[src/rtl/hdb3_pkg.sv]
package hdb3_pkg;

  typedef enum logic {
    POL_NEG = 1'b0,
    POL_POS = 1'b1
  } pol_e;

  // one delay-line entry
  typedef struct packed {
    logic mark;   // decodes as a one
    logic clean;  // single-rail mark (not a double mark)
    pol_e pol;
  } sym_t;

  typedef enum logic [2:0] {
    CLS_SPACE  = 3'd0,
    CLS_MARK   = 3'd1,
    CLS_SUB_Z  = 3'd2,  // zeros + violation
    CLS_SUB_B  = 3'd3,  // balancing mark + zeros + violation
    CLS_VIOL   = 3'd4,
    CLS_DOUBLE = 3'd5
  } cls_e;

endpackage

[src/rtl/hdb3_classify.sv]
module hdb3_classify
  import hdb3_pkg::*;
#(
  parameter int WIN = 4
) (
  input  logic           pos,
  input  logic           neg,
  input  logic [WIN-2:0] win_mark,   // [0] newest
  input  sym_t           b_sym,      // oldest window entry
  input  pol_e           last_pol,
  input  logic           seen_mark,
  input  pol_e           last_v,
  input  logic           seen_v,
  output cls_e           cls
);

  pol_e pol;
  logic all_zero;
  logic b_fit;
  logic v_ok;

  always_comb begin
    pol      = pos ? POL_POS : POL_NEG;
    all_zero = ~|win_mark;
    b_fit    = (~|win_mark[WIN-3:0]) && b_sym.mark && b_sym.clean &&
               (b_sym.pol == pol);
    v_ok     = !seen_v || (pol != last_v);

    if (pos && neg)
      cls = CLS_DOUBLE;
    else if (!pos && !neg)
      cls = CLS_SPACE;
    else if (!seen_mark || (pol != last_pol))
      cls = CLS_MARK;
    else if (v_ok && all_zero)
      cls = CLS_SUB_Z;
    else if (v_ok && b_fit)
      cls = CLS_SUB_B;
    else
      cls = CLS_VIOL;
  end

endmodule

[src/rtl/hdb3_delay_line.sv]
module hdb3_delay_line
  import hdb3_pkg::*;
#(
  parameter int WIN = 4
) (
  input  logic           clk,
  input  logic           rst,
  input  logic           clr,
  input  sym_t           sym_in,
  input  logic           kill_b,
  output logic [WIN-2:0] win_mark,
  output sym_t           b_sym,
  output logic           tail
);

  localparam int NSTG = WIN - 1;

  sym_t stg [NSTG];

  always_ff @(posedge clk) begin
    if (rst || clr) begin
      for (int i = 0; i < NSTG; i++) stg[i] <= '0;
      tail <= 1'b0;
    end else begin
      stg[0] <= sym_in;
      for (int i = 1; i < NSTG; i++) stg[i] <= stg[i-1];
      tail <= kill_b ? 1'b0 : stg[NSTG-1].mark;
    end
  end

  for (genvar g = 0; g < NSTG; g++) begin : g_win
    assign win_mark[g] = stg[g].mark;
  end

  assign b_sym = stg[NSTG-1];

endmodule

[src/rtl/hdb3_out_stage.sv]
module hdb3_out_stage #(
  parameter int  W           = 4,
  parameter bit  OUT_ON_FALL = 1'b1
) (
  input  logic         clk,
  input  logic         rst,
  input  logic [W-1:0] d,
  output logic [W-1:0] q
);

  if (OUT_ON_FALL) begin : g_fall
    always_ff @(negedge clk) begin
      if (rst) q <= '0;
      else     q <= d;
    end
  end else begin : g_rise
    assign q = d;
  end

endmodule

[src/rtl/hdb3_rx_decoder.sv]
module hdb3_rx_decoder
  import hdb3_pkg::*;
#(
  parameter int WIN         = 4,
  parameter bit OUT_ON_FALL = 1'b1
) (
  input  logic clk,
  input  logic rst,
  input  logic codec_en_i,
  input  logic pos_i,
  input  logic neg_i,
  output logic nrz_o,
  output logic rail_p_o,
  output logic rail_n_o,
  output logic cv_o
);

  localparam int OW = 4;

  cls_e           cls;
  logic [WIN-2:0] win_mark;
  sym_t           b_sym;
  sym_t           sym_in;
  logic           tail;
  logic           kill_b;

  pol_e last_pol, last_v;
  logic seen_mark, seen_v;

  logic rail_p_q, rail_n_q, cv_q, en_q;
  logic [OW-1:0] out_d, out_q;

  hdb3_classify #(.WIN(WIN)) u_cls (
    .pos       (pos_i),
    .neg       (neg_i),
    .win_mark  (win_mark),
    .b_sym     (b_sym),
    .last_pol  (last_pol),
    .seen_mark (seen_mark),
    .last_v    (last_v),
    .seen_v    (seen_v),
    .cls       (cls)
  );

  always_comb begin
    sym_in.mark  = (cls == CLS_MARK) || (cls == CLS_VIOL) || (cls == CLS_DOUBLE);
    sym_in.clean = (cls != CLS_DOUBLE);
    sym_in.pol   = pos_i ? POL_POS : POL_NEG;
    kill_b       = (cls == CLS_SUB_B);
  end

  hdb3_delay_line #(.WIN(WIN)) u_dly (
    .clk      (clk),
    .rst      (rst),
    .clr      (!codec_en_i),
    .sym_in   (sym_in),
    .kill_b   (kill_b),
    .win_mark (win_mark),
    .b_sym    (b_sym),
    .tail     (tail)
  );

  // polarity tracking
  always_ff @(posedge clk) begin
    if (rst || !codec_en_i) begin
      last_pol  <= POL_NEG;
      last_v    <= POL_NEG;
      seen_mark <= 1'b0;
      seen_v    <= 1'b0;
    end else begin
      case (cls)
        CLS_MARK: begin
          last_pol  <= sym_in.pol;
          seen_mark <= 1'b1;
        end
        CLS_SUB_Z, CLS_SUB_B: begin
          last_pol <= sym_in.pol;
          last_v   <= sym_in.pol;
          seen_v   <= 1'b1;
        end
        default: ;
      endcase
    end
  end

  // rising-edge result registers
  always_ff @(posedge clk) begin
    if (rst) begin
      rail_p_q <= 1'b0;
      rail_n_q <= 1'b0;
      cv_q     <= 1'b0;
      en_q     <= 1'b0;
    end else begin
      rail_p_q <= pos_i;
      rail_n_q <= neg_i;
      en_q     <= codec_en_i;
      cv_q     <= codec_en_i && ((cls == CLS_VIOL) || (cls == CLS_DOUBLE));
    end
  end

  assign out_d = {en_q ? tail : rail_p_q, rail_p_q, rail_n_q, cv_q};

  hdb3_out_stage #(.W(OW), .OUT_ON_FALL(OUT_ON_FALL)) u_out (
    .clk (clk),
    .rst (rst),
    .d   (out_d),
    .q   (out_q)
  );

  assign {nrz_o, rail_p_o, rail_n_o, cv_o} = out_q;

endmodule

[config.mk]
export PLATFORM = sky130hd
export DESIGN_NAME = hdb3_rx_decoder
export DESIGN_NICKNAME = d
export VERILOG_FILES = /design/src/rtl/hdb3_pkg.sv /design/src/rtl/hdb3_classify.sv /design/src/rtl/hdb3_delay_line.sv /design/src/rtl/hdb3_out_stage.sv /design/src/rtl/hdb3_rx_decoder.sv
export SDC_FILE = /design/constraint.sdc
export NUM_CORES = 1
export LEC_CHECK = 0
export CORE_MARGIN = 10
export CORE_UTILIZATION = 40
export CTS_CLUSTER_DIAMETER = 150
export DETAILED_ROUTE_END_ITERATION = 8
export DONT_BUFFER_PORTS = 1
export GPL_TIMING_DRIVEN = 0
export PLACE_DENSITY_LB_ADDON = 0.05
export SYNTH_ARGS = -nofsm -noshare
export SYNTH_HDL_FRONTEND = slang
export SYNTH_SLANG_ARGS = --single-unit
export TNS_END_PERCENT = 5
[constraint.sdc]
create_clock -name clk -period 4.06 [get_ports clk]
set_input_delay 0.812 -clock clk [delete_from_list [all_inputs] [get_ports clk]]
set_output_delay 0.812 -clock clk [all_outputs]
set_load 0.01 [all_outputs]
Yosys cells after proc, flatten, opt, wreduce, memory -nomap -nowiden. Memory sizes are Yosys's and may differ from the RTL's. Index checks and enable logic that the tools add are counted.

Bits in registers: 13. Bits in writable memories: 9. Input port bits: 5. Output and inout bits: 4. Word-level logic and storage cells: 62. Memories: 1.

Equality and inequality tests: 9. Muxes and demuxes: 13. Bitwise logic cells: 3. Reductions and logical operators: 26.

Memories: u_dly.stg (depth 3, bits a word 3, read ports 3, clocked after Yosys merged registers in 0, wr ports 3, line hdb3_delay_line.sv:18) `sym_t stg [NSTG];`.

Operator list (number): 3-bit two-way mux (8); 1-bit logical AND (8); 1-bit zero test (7); 3-bit by 2-bit equality test with 1-bit output (second input constant) (2); 3-bit equality test (second input constant) (2); 1-bit logical OR (6); 2-bit OR reduction (3); 3-bit OR reduction (2); 1-bit two-way mux (5); 3-bit by 1-bit equality test with 1-bit output (second input constant) (1); 3-bit != test (second input constant) (1); 1-bit OR (3); 1-bit != test (2); 1-bit equality test (1).

Longest topological paths before layout.
Word-level depth: 15. Gate-level depth with buffers: 6. Mapped depth without buffers: 5.

Hierarchy. Synthesis repeated with hierarchy kept, for this count alone.

Cell total of the unflattened synthesis: 87. Area, all modules: 918.4 sq um.

By module, submodules not included: hdb3_delay_line (times used 1, cells each 28, area each 359.1 sq um, sequential area each 200.2 sq um); hdb3_rx_decoder (times used 1, cells each 30, area each 295.3 sq um, sequential area each 160.2 sq um); hdb3_classify (times used 1, cells each 20, area each 155.1 sq um, sequential area each 0.0 sq um); hdb3_out_stage (times used 1, cells each 9, area each 108.9 sq um, sequential area each 80.1 sq um).

==> flow_summary.json <==
{
  "clockBufferDepth": 2,
  "synth_top_cell_by_area": "dfxtp_1",
  "timing.rr.start": "en_q",
  "antennaDiodeCount": 0,
  "postRouteWirelength_um": 1450,
  "cp.arrival_ns": 2.75,
  "fp-row-count": 16,
  "detail-route-antenna-nets": 0,
  "outcome": "complete, no violations",
  "netlist_instances": 85,
  "area.growth.synth_to_final_pct": 8.54,
  "worst_ir_drop_vdd_uv": 194,
  "synth.cell_area_um2": 850,
  "finish.net_count": 98,
  "chipWidth_um": 66.1,
  "post_cts.repair.setup_buffers": 0,
  "rr_worst_depth": 2,
  "floorplan.io_pins": 9,
  "global_route.usage.total_pct": 7.65,
  "slew_headroom_pct": 64.9,
  "gpl.final_weighted_congestion": 0.764,
  "min-delay-start": "u_dly.stg[0][4]",
  "avg_synthesized_cell_area_um2": 9.99,
  "synth.ff_latch_count": 22,
  "drv.max_cap_violation_count": 0,
  "synth_cell_types": 28,
  "timing_worst_setup_path_type": "reg -> out",
  "synth-simple-area-share_pct": 20.6,
  "post_detailed_route_wirelength_per_cell_um": 12.2,
  "synthesis.nets": 90,
  "startpoint_type": "register",
  "post-dp-hpwl_um": 1110,
  "fp.coreArea_um2": 1980,
  "cts-root-buf": "clkbuf_4",
  "antenna_found_initial": 0,
  "timing.hold.worst.class": "reg -> reg",
  "power-per-cell-area_nw_per_um2": 400,
  "synth-compound-area-share_pct": 15.5,
  "place.port_buffers": 0,
  "final_design_area_no_fill_um2": 922,
  "first_pass_grt_wire_length_um": 2640,
  "worst-endpoint-required_ns": 3.25,
  "cell_depth_of_the_worst_min_delay_path": 1,
  "setup_viol": 0,
  "leakagePower_nw": 0.391,
  "first_global_vias": 601,
  "synth_adder_area_share_pct": 0,
  "timing.final.max_slew_violations": 0,
  "drt_first_iter_violations": 33,
  "worst_slew_pin_slew_ns": 0.521,
  "clkSlewWorstSetupHoldPaths_ns": 0.11,
  "ratio_of_cells_with_drive_above_1_in_the_final_layout_pct": 14.1,
  "regToRegSetupSlack_ns": 1.40,
  "yosys_warnings": 0,
  "finalCoreUtilization_pct": 46.5,
  "cts.sink_count": 22,
  "ranking_of_synthesized_cells_by_area": "dfxtp_1, and2_1, nor2_1",
  "grt_remaining_overflow": 0,
  "drtPass1Iterations": 4,
  "drcViolationCount": 0,
  "die_y_um": 66.1,
  "synthDominantCellAreaShare_pct": 51.8,
  "crit_path_max_fanout": 1,
  "vias_per_cell": 4.82,
  "share_of_the_yosys_chip_area_belonging_to_registers_pct": 51.8,
  "endpoint_worst_hold": "u_dly.stg[0][7]",
  "hold_slack_ns": 0.438,
  "setup_tns_ns": 0,
  "dpl-instance-area_um2": 883,
  "num_vias": 574,
  "worstSkewPairLatency_ns": 0.36,
  "gates_resized_cts_repair": 0,
  "cts_tree": "built",
  "worst_clock_skew_ns": 0.0617,
  "synth_xor_xnor_area_share_pct": 3.09,
  "synth_top_family_by_area": "simple AND/OR/NAND/NOR gates",
  "dieArea_um2": 4370,
  "hold_violations": 0,
  "endpoint_kind": "output pin",
  "ctsHtreeMaxLevel": 1,
  "unrepaired_setup_endpoints_after_global_routing": "false",
  "grt_max_degree": 13,
  "muxShareOfSynthArea_pct": 3.53,
  "hold_buffers": 0,
  "r2r-end": "u_out.q[3]",
  "initial_utilization_pct": 42.9,
  "cts_inserted_buffers": 3
}
-- registers in the layout (all words and copies together) (netlist names) --
signal,cells
cv_q,1
en_q,1
last_pol,1
last_v,1
rail_n_q,1
rail_p_q,1
seen_mark,1
seen_v,1
u_dly.stg,9
u_dly.tail,1
u_out.q,4
-- worst register-to-register path, delay by kind of cell, from the launching register on --
kind / cells / cell delay [ns]
mux: 1 / 0.18
simple gates: 1 / 0.05
flops: 1 / 0.34
-- how the worst max path moves through the flow --
stage / from / end / slack [ns] / depth (start not counted)
global route: u_out.q[1] / rail_n_o / 0.43 / 0
global placement: u_out.q[1] / rail_n_o / 0.87 / 0
detailed placement: u_out.q[3] / nrz_o / 0.86 / 0
floorplan: u_out.q[0] / cv_o / 0.89 / 0
CTS: u_out.q[0] / cv_o / 0.46 / 0
finish: u_out.q[0] / cv_o / 0.49 / 0
-- synthesized netlist by cell type, drive strengths merged --
cell    instances
o32a            1
and3b           1
a21bo           1
and3            1
nor2b           3
and2            7
mux2i           3
buf             2
a21oi           5
o21ai           4
dfxtp          22
a31oi           1
nor4b           1
nand2           4
nor4            1
xor2            1
nand2b          3
inv             7
o21a            1
o211ai          1
nor2            9
o2111a          1
a21boi          2
clkbuf          1
xnor2           2
-- layout make-up --
class | count | area (um2)
fillers | 209 | 1060
inverters | 6 | 22.5
flip-flops and latches | 22 | 440
well taps | 27 | 33.8
plain buffers | 3 | 20.0
multi-input cells | 53 | 363
clock buffers | 3 | 22.5
clock inverters | 5 | 20.0
-- routing by layer --
layer,part of all wire (%),track usage (%)
met3,8.1,4.07
met2,48,12.1
met4,0.62,2.36
met1,43,8.66
met5,0,0
-- cells by family after synthesis --
logic type,Yosys count
compound gates,17
simple gates,30
buf+inv,10
mux,3
flops,22
xor+xnor,3
-- cell usage in the layout, fill, tap and decap left out --
cell | netlist | final
nand2_1 | 4 | 4
a21oi_1 | 4 | 4
nor4_1 | 1 | 1
buf_6 | 1 | 1
o21ai_2 | 2 | 2
a21oi_2 | 1 | 1
clkbuf_1 | 1 | 1
clkbuf_4 | 0 | 3
dfxtp_1 | 22 | 22
a21boi_2 | 2 | 2
o21ai_0 | 2 | 2
inv_1 | 7 | 10
clkinv_2 | 0 | 1
xor2_1 | 1 | 1
o2111a_1 | 1 | 1
nor4b_4 | 1 | 1
mux2i_1 | 3 | 3
a31oi_1 | 1 | 1
nor2b_1 | 3 | 3
nand2b_1 | 3 | 3
xnor2_1 | 2 | 2
o21a_1 | 1 | 1
o32a_1 | 1 | 1
o211ai_1 | 1 | 1
and2_1 | 7 | 7
and3b_1 | 1 | 1
nor2_1 | 9 | 9
a21bo_2 | 1 | 1
buf_2 | 1 | 1
and3_1 | 1 | 1
-- metrics by stage --
step,std cells,power (mW),worst slack [ns]
floorplan,85,0.262,0.887
global route,119,0.398,0.428
detailed placement,112,0.268,0.860
global placement,112,0.267,0.874
finish,119,0.368,0.494
CTS,119,0.376,0.465
-- power by group --
part / internal, mW / switching [mW] / total [mW]
Combinational: 0.0127 / 0.0157 / 0.0284
Sequential: 0.223 / 0.00411 / 0.227
Clock: 0.0418 / 0.0712 / 0.113
Total: 0.277 / 0.0910 / 0.368
Power figures use the tool's default switching activity.
